**config.mk**
```make
export PLATFORM = sky130hd
export DESIGN_NAME = dbg_event_ctrl
export DESIGN_NICKNAME = d
export VERILOG_FILES = /design/src/rtl/dbg_event_ctrl.sv
export SDC_FILE = /design/constraint.sdc
export NUM_CORES = 1
export LEC_CHECK = 0
export BUFFER_PORTS_ARGS = -buffer_cell sky130_fd_sc_hd__buf_4
export CORE_UTILIZATION = 40
export CTS_BUF_LIST = sky130_fd_sc_hd__clkbuf_2 sky130_fd_sc_hd__clkbuf_4 sky130_fd_sc_hd__clkbuf_8
export DETAILED_ROUTE_END_ITERATION = 12
export HOLD_SLACK_MARGIN = 0.08
export PLACE_DENSITY = 0.78
export RECOVER_POWER = 50
export SETUP_SLACK_MARGIN = 0.02
export SYNTH_ARGS = -nofsm -noshare
export SYNTH_HDL_FRONTEND = slang
export SYNTH_SLANG_ARGS = --single-unit
```
**constraint.sdc**
```tcl
create_clock -name clk -period 1.5 [get_ports clk]
set_clock_uncertainty 0.2 [all_clocks]
set_input_delay 0 -clock clk [delete_from_list [all_inputs] [get_ports clk]]
set_output_delay 0 -clock clk [all_outputs]
set_load 0.01 [all_outputs]
```
**src/rtl/dbg_event_ctrl.sv**
```systemverilog
module dbg_event_ctrl #(
  parameter int NEV = 12
) (
  input  logic           clk,
  input  logic           rst_n,
  input  logic [NEV-1:0] ev_pulse,
  input  logic           cfg_wr,
  input  logic           cfg_en,
  input  logic           cfg_precise,
  input  logic           cfg_ext,
  input  logic           own_wr,
  input  logic [NEV-1:0] own_ext_wdata,
  input  logic           clr_wr,
  input  logic [NEV-1:0] clr_mask,
  input  logic           clr_imp,
  input  logic           dbg_ext_en,
  output logic [NEV-1:0] status,
  output logic           imprecise,
  output logic           irq,
  output logic           dben,
  output logic           precise,
  output logic           extmode,
  output logic [NEV-1:0] own_ext,
  output logic           use_debug_pair,
  output logic           ret_from_enabler
);

  logic [NEV-1:0] kept, fresh, sw_mask;
  logic           imp_set;

  assign kept    = clr_wr ? (status & ~clr_mask) : status;
  assign fresh   = ev_pulse & ~status;
  assign sw_mask = extmode ? ~own_ext : {NEV{1'b1}};
  assign imp_set = !dben && |(fresh & sw_mask);

  assign irq              = dben && |(status & sw_mask);
  assign use_debug_pair   = dbg_ext_en;
  assign ret_from_enabler = imprecise;

  always_ff @(posedge clk or negedge rst_n) begin
    if (!rst_n) begin
      status    <= '0;
      imprecise <= 1'b0;
      dben      <= 1'b0;
      precise   <= 1'b0;
      extmode   <= 1'b0;
      own_ext   <= '0;
    end else begin
      status <= kept | ev_pulse;
      if (imp_set)
        imprecise <= 1'b1;
      else if (clr_wr && clr_imp)
        imprecise <= 1'b0;
      if (cfg_wr) begin
        dben    <= cfg_en;
        precise <= cfg_precise;
        extmode <= cfg_ext;
      end
      if (own_wr)
        own_ext <= own_ext_wdata;
    end
  end

  a_r2_event_recorded: assert property (@(posedge clk) disable iff (!rst_n)
    1'b1 |=> ((status & $past(ev_pulse)) == $past(ev_pulse)));

  a_r3_sticky_without_clear: assert property (@(posedge clk) disable iff (!rst_n)
    !clr_wr |=> ((status & $past(status)) == $past(status)));

  a_r4_irq_needs_enable: assert property (@(posedge clk) disable iff (!rst_n)
    irq |-> dben);

  a_r7_imp_only_while_disabled: assert property (@(posedge clk) disable iff (!rst_n)
    (!imprecise && dben) |=> !imprecise);

  a_r8_imp_holds: assert property (@(posedge clk) disable iff (!rst_n)
    (imprecise && !(clr_wr && clr_imp)) |=> imprecise);

  a_r10_irq_falls: assert property (@(posedge clk) disable iff (!rst_n)
    (clr_wr && !cfg_wr && !own_wr && ev_pulse == '0 &&
     ((status & ~clr_mask & sw_mask) == '0)) |=> !irq);

  a_r11_pair_select: assert property (@(posedge clk) disable iff (!rst_n)
    use_debug_pair == dbg_ext_en);

endmodule

```
==> results.md <==
* Final WL at about 6300 microns
* LEAKAGE at about 1.2 nW
* Maxcap violations at 0
* Number of global-route vias before repair at 1557
* Worst setup SP type: flop
* First-pass GRT wire length at between 8000 and 9000 microns
* Sw power at around 0.0006 W
* Post-layout min period at 1990 ps
* Critical path required time at 1300 ps
* Synth Area in XOR/XNOR at 0%
* H-tree Lvls at 1
* Yosys top cell area share at roughly 54%
* Synthesized area per cell at 11.6 sq um
* Core Box Area at 0.00305 sq mm
* Total chip power at around 0.0020 W
* PD cells at between 700 and 800 mW/mm^2
* Switch share at between 30% and 40%
* P&R area growth vs syn at 102%
* Synth top area cells: dfrtp_1, mux2_1, a21o_1
* Synth warnings at 0
* Reg-to-reg slack, setup at -240 ps
* Cell Int Power at 0.00135 W
* Initial Util at 42.2%
* Fmax at between 500 and 600 MHz
* Yosys cell types at 20
* CTS sink cnt at 28
* DRT antenna net count at 0
* Die area at around 0.0035 sq mm
* Synth async-reset ratio at 100%
* Post-Syn Instances at approximately 110
* Leading area contributor after synthesis: dfrtp_1
* Synth Area in Compound Gates at between 10 and 15%
* DP HPWL at 2740 microns
* Crit path max-delay cell type: dfrtp_2
* Gate power share at ~34%
* Violated checks: setup timing
* Largest net degree at the start of global routing at 29
* Kind of critical path: reg -> out
* Multi-input gate area at around 600 sq um
* Max Root-Sink Buffers at 2
* Hold Violations, Final at 0
* RD Place Congestion at 0.829
* IO Port Bufs at 74
* Initial antenna violation count at 1
* CTS tree: built
* Sequential Area at 703 sq um
* Grt ovf at 0
* Seq pwr share at a little under half
* Initial DRC Count at 156
* Post-synth EDFFs at 0
* Measured slew at the worst slew-check pin at ~340 ps
* Clk pwr share at between 10% and 20%
* Cell Rows at 20
* Cell with the most instances after synthesis: dfrtp_1
* Die height at 58.8 microns
* CP endpoint kind: output pin
* Tcrit/Tclk final at 132%
* Crit Path Max Fanout at 4
* Average wire per standard cell at 21.2 microns
* Synth Net Count at 157
* Post-layout worst setup margin at -485 ps
* Fill cells at between 150 and 200
* Most instantiated cells after synthesis: dfrtp_1, nand2_1, mux2_1
* Final setup TNS at -902 ps
* Final setup fails at 7
* Pre-Repair DR Iteration Count at 4
* IO Count at 77
* CP peak stage delay at 450 ps
* Hold WC Path Type: in -> reg
* Synth Flop Type: dfrtp_1
* RSZ-0062 raised after global routing: true
* Vias per cell at roughly 5.5
* Final #Nets at 300
* Main combinational cell family by area after synthesis: simple AND/OR/NAND/NOR gates
* Root Driver: clkbuf_4
* Outcome: finished with violations
* Simple-Gate Fraction of Synth Area at 17.0%
* Register area share after synthesis at a little over half
* CTS Buf Count at 3
* Worst-path cell chain: buf_6 > nand2_4 > a22o_4 > a221oi_2 > a31oi_1 > buf_4
* Post-Syn Area at approximately 0.0013 sq mm
* Reg clk slew, reported paths at around 150 ps
* DRC viols at 0
* Chip width at 58.8 microns
* Fin. max-slew vios at 0
* Fraction of the mapped netlist area in adder cells at 0%
* Post-synthesis mux area share at 12.2%
* FF+latch count, synth at 28
* Layout cells sized above 1 at about two fifths
* Worst-skew pair later-pin latency at 330 ps
* Peak supply drop at 0.605 mV
* Util after Layout at 85.1%
* Overall Global Routing Usage at 32.2%
* CP Data Arrival Time at ~1800 ps
* Via count at 1628
* Rel. slew slack at 77.0%
==> area by class of cell <==
cell class | count | share of cell area (%)
Multi-Input combinational cell | 77 | 23.1
Antenna cell | 1 | 0.0963
Tap cell | 44 | 2.12
Sequential cell | 28 | 27.1
Clock buffer | 4 | 1.40
Timing Repair Buffer | 143 | 46.1
Inverter | 1 | 0.145
==> worst paths after layout <==
check / from / to / cells past startpoint
worst min register to register: own_ext[3]$_DFFE_PN0P_ / own_ext[3]$_DFFE_PN0P_ / 1
max in group asynchronous: rst_n / extmode$_DFFE_PN0P_ / 3
worst min-delay path: ev_pulse[8] / status[8]$_DFF_PN0_ / 3
worst max register to register: extmode$_DFFE_PN0P_ / imprecise$_DFFE_PN0P_ / 6
min in group asynchronous: rst_n / imprecise$_DFFE_PN0P_ / 3
worst max-delay path: extmode$_DFFE_PN0P_ / irq / 6
==> placed cells by master, fill, tap and decap left out <==
master / count
buf_4: 72
dlygate4sd3_1: 55
dfrtp_1: 26
nand2_1: 16
mux2_1: 13
a21o_1: 12
nand3b_1: 12
clkbuf_1: 9
nand2_2: 7
buf_6: 6
a221oi_2: 3
nand4_1: 3
clkbuf_4: 3
a22o_1: 2
nand2_4: 2
dfrtp_2: 2
diode_2: 1
a22o_4: 1
inv_2: 1
a31oi_1: 1
a21boi_0: 1
nand2b_1: 1
o41a_1: 1
o21ai_0: 1
mux2_2: 1
clkbuf_8: 1
clkbuf_2: 1
==> sequential cells by signal, summed over array words and instances (netlist names) <==
| name | count |
|---|---|
| status | 12 |
| dben | 1 |
| precise | 1 |
| own_ext | 12 |
| extmode | 1 |
| imprecise | 1 |
==> kinds of logic after synthesis <==
kind of cell,count (synthesis)
AOI/OAI and AO/OA,22
buffers and inverters,6
DFF,28
muxes,14
and+or+nand+nor,41
==> metrics by stage <==
| step | hold slack (ps) | area [sq um] | worst slack [ps] | std cells |
|---|---|---|---|---|
| 2_1_floorplan | -496 | 1290 | 49.4 | 111 |
| 3_3_place_gp | -270 | 1870 | 4.91 | 225 |
| 3_5_place_dp | -269 | 1870 | -78.5 | 225 |
| 4_1_cts | 195 | 2480 | -298 | 282 |
| 5_1_grt | 208 | 2600 | -526 | 298 |
| 6_report | 211 | 2600 | -485 | 298 |
==> critical path: cells and delay by family (launching register included) <==
family          cells  cell delay [ps]
buf+inv             2              290
flops               1              450
simple gates        1               50
compound gates      3              650
==> power by group through the flow <==
stage               Combinational (W)  Sequential (W)  Clock, W
finish                       0.000663        0.000911  0.000377
global route                 0.000698        0.000915  0.000405
CTS                          0.000591        0.000897  0.000374
detailed placement           0.000430        0.000913         0
global placement             0.000420        0.000910         0
floorplan                    0.000158        0.000923         0
==> per-layer routing <==
| metal | track usage, % | up-vias | wire [microns] |
|---|---|---|---|
| li1 | - | 685 | - |
| met1 | 40.7 | 756 | 2400 |
| met2 | 53.1 | 148 | 3010 |
| met3 | 4.18 | 39 | 611 |
| met4 | 18.4 | 0 | 301 |
| met5 | 0 | - | 0 |
==> repair_timing <==
action | 4_1_cts | 5_1_grt
hold endpoints to repair | 57 | 9
buffers inserted | 7 | 6
gates resized for setup | 15 | 6
endpoints found under the setup margin | 2 | 15
hold buffers | 46 | 18
pin swaps | 12 | 8
(Power assumes the default switching activity.)
